## src/rtl/psm_pkg.sv

```systemverilog
package psm_pkg;

    // width of each configuration select field
    localparam int SEL_W = 2;
    // largest shift / prescale count the selects can ask for (2^SEL_W - 1)
    localparam int EXT_W = (1 << SEL_W) - 1;

    typedef enum logic [0:0] {
        ST_WAIT = 1'b0,
        ST_RUN  = 1'b1
    } meter_state_e;

    typedef struct packed {
        logic rise;
        logic fall;
    } edge_ev_t;

    // low-bit mask for a power-of-two count chosen by a select field
    function automatic logic [EXT_W-1:0] sel_mask(input logic [SEL_W-1:0] s);
        return EXT_W'((1 << s) - 1);
    endfunction

endpackage

```

## src/rtl/psm_sync_edge.sv

```systemverilog
module psm_sync_edge
    import psm_pkg::*;
#(
    parameter int SYNC_STAGES = 2
) (
    input  logic     clk,
    input  logic     rst,
    input  logic     din,
    output edge_ev_t ev
);
    logic [SYNC_STAGES-1:0] chain;
    logic                   last;

    always_ff @(posedge clk) begin
        if (rst) begin
            chain <= '0;
            last  <= 1'b0;
        end else begin
            chain <= {chain[SYNC_STAGES-2:0], din};
            last  <= chain[SYNC_STAGES-1];
        end
    end

    always_comb begin
        ev.rise = chain[SYNC_STAGES-1] & ~last;
        ev.fall = ~chain[SYNC_STAGES-1] & last;
    end
endmodule

```

## src/rtl/psm_prescale.sv

```systemverilog
module psm_prescale
    import psm_pkg::*;
(
    input  logic             clk,
    input  logic             rst,
    input  logic             en,
    input  edge_ev_t         ev,
    input  logic [SEL_W-1:0] div_sel,
    output logic             mark,
    output logic             fall_ev
);
    logic [EXT_W-1:0] pcnt;
    logic [EXT_W-1:0] mask;

    always_comb begin
        mask    = sel_mask(div_sel);
        mark    = en & ev.rise & ((pcnt & mask) == '0);
        fall_ev = en & ev.fall & (div_sel == '0);
    end

    always_ff @(posedge clk) begin
        if (rst || !en) begin
            pcnt <= '0;
        end else if (ev.rise) begin
            pcnt <= (pcnt + 1'b1) & mask;
        end
    end
endmodule

```

## src/rtl/psm_span_counter.sv

```systemverilog
module psm_span_counter
    import psm_pkg::*;
#(
    parameter int CNT_W = 16
) (
    input  logic             clk,
    input  logic             rst,
    input  logic             en,
    input  logic             mark,
    input  logic             fall_ev,
    input  logic [SEL_W-1:0] avg_sel,
    input  logic [SEL_W-1:0] div_sel,
    output logic [CNT_W-1:0] period_o,
    output logic [CNT_W-1:0] high_o,
    output logic             result_o,
    output logic             duty_o,
    output logic             timeout_o
);
    localparam int ACC_W = CNT_W + EXT_W;
    localparam logic [CNT_W-1:0] CNT_MAX = {CNT_W{1'b1}};

    meter_state_e     state;
    logic [CNT_W-1:0] cnt;
    logic [CNT_W-1:0] high_cap;
    logic [ACC_W-1:0] acc_p, acc_h, sum_p, sum_h;
    logic [CNT_W-1:0] avg_p, avg_h;
    logic [EXT_W-1:0] n_done;
    logic             group_full;
    logic             duty_ok;

    always_comb begin
        sum_p      = acc_p + ACC_W'(cnt);
        sum_h      = acc_h + ACC_W'(high_cap);
        avg_p      = CNT_W'(sum_p >> avg_sel);
        avg_h      = CNT_W'(sum_h >> avg_sel);
        group_full = (n_done == sel_mask(avg_sel));
        duty_ok    = (div_sel == '0);
    end

    always_ff @(posedge clk) begin
        if (rst) begin
            state     <= ST_WAIT;
            cnt       <= '0;
            high_cap  <= '0;
            acc_p     <= '0;
            acc_h     <= '0;
            n_done    <= '0;
            period_o  <= '0;
            high_o    <= '0;
            result_o  <= 1'b0;
            duty_o    <= 1'b0;
            timeout_o <= 1'b0;
        end else begin
            result_o  <= 1'b0;
            duty_o    <= 1'b0;
            timeout_o <= 1'b0;
            if (!en) begin
                state    <= ST_WAIT;
                cnt      <= '0;
                high_cap <= '0;
                acc_p    <= '0;
                acc_h    <= '0;
                n_done   <= '0;
            end else if (state == ST_WAIT) begin
                if (mark) begin
                    state    <= ST_RUN;
                    cnt      <= CNT_W'(1);
                    high_cap <= '0;
                    acc_p    <= '0;
                    acc_h    <= '0;
                    n_done   <= '0;
                end
            end else if (mark) begin
                // an edge wins over saturation in the same cycle
                cnt      <= CNT_W'(1);
                high_cap <= '0;
                if (group_full) begin
                    result_o <= 1'b1;
                    duty_o   <= duty_ok;
                    period_o <= avg_p;
                    high_o   <= duty_ok ? avg_h : '0;
                    acc_p    <= '0;
                    acc_h    <= '0;
                    n_done   <= '0;
                end else begin
                    acc_p  <= sum_p;
                    acc_h  <= sum_h;
                    n_done <= n_done + 1'b1;
                end
            end else if (cnt == CNT_MAX) begin
                timeout_o <= 1'b1;
                state     <= ST_WAIT;
                cnt       <= '0;
                high_cap  <= '0;
                acc_p     <= '0;
                acc_h     <= '0;
                n_done    <= '0;
            end else begin
                if (fall_ev) begin
                    high_cap <= cnt;
                end
                cnt <= cnt + 1'b1;
            end
        end
    end
endmodule

```

## src/rtl/pulse_span_meter.sv

```systemverilog
module pulse_span_meter
    import psm_pkg::*;
#(
    parameter int CNT_W       = 16,
    parameter int SYNC_STAGES = 2
) (
    input  logic             clk,
    input  logic             rst,
    input  logic             en,
    input  logic             sig_in,
    input  logic [1:0]       cfg_div_sel,
    input  logic [1:0]       cfg_avg_sel,
    output logic [CNT_W-1:0] period_avg,
    output logic [CNT_W-1:0] high_avg,
    output logic             result_valid,
    output logic             duty_valid,
    output logic             timeout
);
    edge_ev_t ev;
    logic     mark;
    logic     fall_ev;

    psm_sync_edge #(.SYNC_STAGES(SYNC_STAGES)) u_sync (
        .clk (clk),
        .rst (rst),
        .din (sig_in),
        .ev  (ev)
    );

    psm_prescale u_pre (
        .clk     (clk),
        .rst     (rst),
        .en      (en),
        .ev      (ev),
        .div_sel (cfg_div_sel),
        .mark    (mark),
        .fall_ev (fall_ev)
    );

    psm_span_counter #(.CNT_W(CNT_W)) u_span (
        .clk       (clk),
        .rst       (rst),
        .en        (en),
        .mark      (mark),
        .fall_ev   (fall_ev),
        .avg_sel   (cfg_avg_sel),
        .div_sel   (cfg_div_sel),
        .period_o  (period_avg),
        .high_o    (high_avg),
        .result_o  (result_valid),
        .duty_o    (duty_valid),
        .timeout_o (timeout)
    );
endmodule

```

## config.mk

```make
export PLATFORM = sky130hd
export DESIGN_NAME = pulse_span_meter
export DESIGN_NICKNAME = d
export VERILOG_FILES = /design/src/rtl/psm_pkg.sv /design/src/rtl/psm_sync_edge.sv /design/src/rtl/psm_prescale.sv /design/src/rtl/psm_span_counter.sv /design/src/rtl/pulse_span_meter.sv
export SDC_FILE = /design/constraint.sdc
export NUM_CORES = 1
export LEC_CHECK = 0
export CAP_MARGIN = 20
export CORE_MARGIN = 3
export CORE_UTILIZATION = 50
export CTS_CLUSTER_DIAMETER = 200
export CTS_CLUSTER_SIZE = 12
export DETAILED_ROUTE_END_ITERATION = 12
export HOLD_SLACK_MARGIN = 0.15
export PLACE_DENSITY = 0.69
export SYNTH_ARGS = -nofsm -noshare
export SYNTH_HDL_FRONTEND = slang
export SYNTH_SLANG_ARGS = --single-unit
```

## constraint.sdc

```tcl
create_clock -name clk -period 8 [get_ports clk]
set_input_delay 1.6 -clock clk [delete_from_list [all_inputs] [get_ports clk]]
set_output_delay 1.6 -clock clk [all_outputs]
set_load 0.05 [all_outputs]
```

==> flow_summary.toml <==
[outcome]
status = "finished clean"

[global_routing]
grt_pass1_wl_mm = 29.8
track_usage = 0.252
grt-ovfl-total = 0
grt_antenna_before_repair = 0
grt_max_degree = 50
grt_pass1_vias = 5994

[synthesis]
ys_warn_count = 0
syn_inst = 826
async_reset_ff_frac = 0
ys_ff_latch = 115
syn_area_um2 = 6770
synth.distinct_cells = 76
synth_mux_area_frac = 0.0507
synth_edf_count = 0
syn-num-nets = 871
synthAdderAreaFrac = 0.0706
synth_simple_gate_area_frac = 0.203
seq_area_frac_synth = 0.340
syn_area_per_cell_um2 = 8.19
synth_top_family_by_area = "compound AO/OA/AOI/OAI gates"
synth_xor_area_frac = 0.0505
synth_compound_area_frac = 0.252
yosys_most_used_dff = "dfxtp_1"

[finish]
drive_gt1_frac = 0.0800
nFillCells = 1151
area_growth_pct = 16.7
final_common_cell = "dfxtp_1"
regArea_um2 = 2300
instances_no_fill = 1034
final_cell_mix = "dfxtp_1 (115), nand2_1 (98), nor2_1 (87)"
final_nets = 894
multiInputGateArea_um2 = 4240
antenna-diode-count = 0

[pwr]
p_leak_nw = 2.99
irDropWorstVdd_mv = 0.133
p_per_area_nw_per_um2 = 183

[clocking]
cts_max_path_buffers = 2
h-tree-depth = 4
cts.hold.buffers_added = 0
clock-sinks = 115
root_buffer = "clkbuf_16"
cts_setup_buffers = 0
insertion_delay_ps = 420
tritoncts = "built"
numCtsBuffers = 17
clk_pin_slew_ps = 50
cts_resized = 0

[detailed_routing]
dr.pass1.iters = 5
vias_per_cell = 6.13
antenna_left = 0
wl_per_cell_um = 17.6
wirelength_mm = 18.2
route.vias.total = 6337
drt_iter0_drc = 591
drc_errors = 0

[floorplan]
io_pins = 43
die_area_um2 = 15000
fp.coreArea_um2 = 12900
dieHeight_um = 122
start_util = 0.523
placementRows = 41
die_x_um = 122

[worst_setup_path]
path_max_fanout = 33
worst_setup_path_end_kind = "flop"
cp-start-kind = "primary input"
worstSetupPathType = "primary input to flop"
crit_required_ps = 8310
reg2reg_setup_slack_ps = 4700
cp.arrival_ps = 4420

[placement]
placed_cells = 1001
gp_congestion = 0.902
place_hpwl_mm = 13.3
portBuffers = 42

[min_path]
hold_class = "flop to flop"

[sta]
finClkSkew_ps = 8.59
tns_ps = 0
hold_violations = 0
final.period_utilization = 0.513
slew_headroom = 0.377
setup-violations-final = 0
fmax_mhz = 243
drv_slew = 0
whs_ps = 446
fin_crit_ps = 4110
tightest_slew_ps = 935
grt_setup_unrepaired = "false"

[flow_run]
maxCapViolations = 0
-- routing by layer --
| layer | up-vias | share of wire | global-route usage | wire length [µm] |
|---|---|---|---|---|
| met5 | - | 0 | 0 | 0 |
| met3 | 34 | 0.064 | 0.0581 | 1160 |
| met4 | 0 | 0.023 | 0.111 | 412 |
| li1 | 3085 | - | - | - |
| met2 | 216 | 0.45 | 0.393 | 8160 |
| met1 | 3002 | 0.46 | 0.333 | 8460 |
-- report_power, final --
group          total [mW]  switching, mW  internal [mW]  leakage, nW
clock               0.817          0.265          0.552        0.309
sequential          0.576        0.00116          0.574        0.926
combinational      0.0503         0.0355         0.0147         1.75
total                1.44          0.302           1.14         2.99
-- synthesized netlist by cell type (16+ instances only) --
| library cell | instances | area share |
|---|---|---|
| dfxtp_1 | 115 | 0.34 |
| nand2_1 | 98 | 0.054 |
| nor2_1 | 87 | 0.048 |
| a21oi_1 | 76 | 0.056 |
| nand3_1 | 42 | 0.031 |
| ha_1 | 35 | 0.065 |
| o21ai_0 | 30 | 0.022 |
| clkbuf_1 | 29 | 0.016 |
| o21ai_1 | 25 | 0.018 |
| xnor2_1 | 25 | 0.032 |
| mux2i_1 | 23 | 0.034 |
| a22oi_1 | 22 | 0.024 |
| a31oi_1 | 16 | 0.015 |
-- flip-flops by register name, summed over array words and instances, names as in the netlist --
name,flops
u_span.acc_h,19
u_span.acc_p,19
u_span.cnt,16
u_span.high_cap,16
u_span.high_o,16
u_span.period_o,16
u_pre.pcnt,3
u_span.n_done,3
u_sync.chain,2
u_span.duty_o,1
u_span.result_o,1
u_span.state,1
u_span.timeout_o,1
u_sync.last,1
-- stage by stage --
| step | area (µm²) | setup slack, ps | util | power, mW |
|---|---|---|---|---|
| floorplan | 6770 | 4630 | - | 0.624 |
| global placement | 7250 | 3390 | 0.560 | 0.636 |
| detailed placement | 7250 | 3200 | 0.560 | 0.637 |
| CTS | 7880 | 3660 | 0.610 | 1.45 |
| global route | 7900 | 3670 | 0.611 | 1.48 |
| finish | 7900 | 3890 | 0.611 | 1.44 |
-- layout make-up --
cell class	count	area share
Multi-Input combinational cell	658	0.537
Inverter	8	0.00380
Timing Repair Buffer	49	0.0602
Sequential cell	115	0.291
Tap cell	172	0.0272
Clock buffer	23	0.0618
Clock inverter	9	0.0190
-- path summary, 6_finish.rpt --
kind                      from                  end  cells past startpoint
max             cfg_avg_sel[0]    u_span.high_o[12]                     11
min          u_span.high_o[13]    u_span.high_o[13]                      2
max reg2reg      u_span.cnt[0]  u_span.period_o[12]                     10
min reg2reg  u_span.high_o[13]    u_span.high_o[13]                      2
-- cell families after synthesis --
kind of cell | count (synthesis)
adders and majority gates | 37
AOI/OAI and AO/OA | 256
and+or+nand+nor | 294
muxes | 32
buffers and inverters | 53
xor gates and xnor gates | 39
DFF | 115
-- critical path, cell delays in order --
cell and delay, ps:
clkdlybuf4s50_1 400, buf_4 250, or2_1 330, nor4_4 250, nor3_1 150, nor2_1 670
nor2_1 80, buf_4 240, a32o_1 220, a31oi_1 130, o21ai_1 80
(Power assumes the default switching activity.)
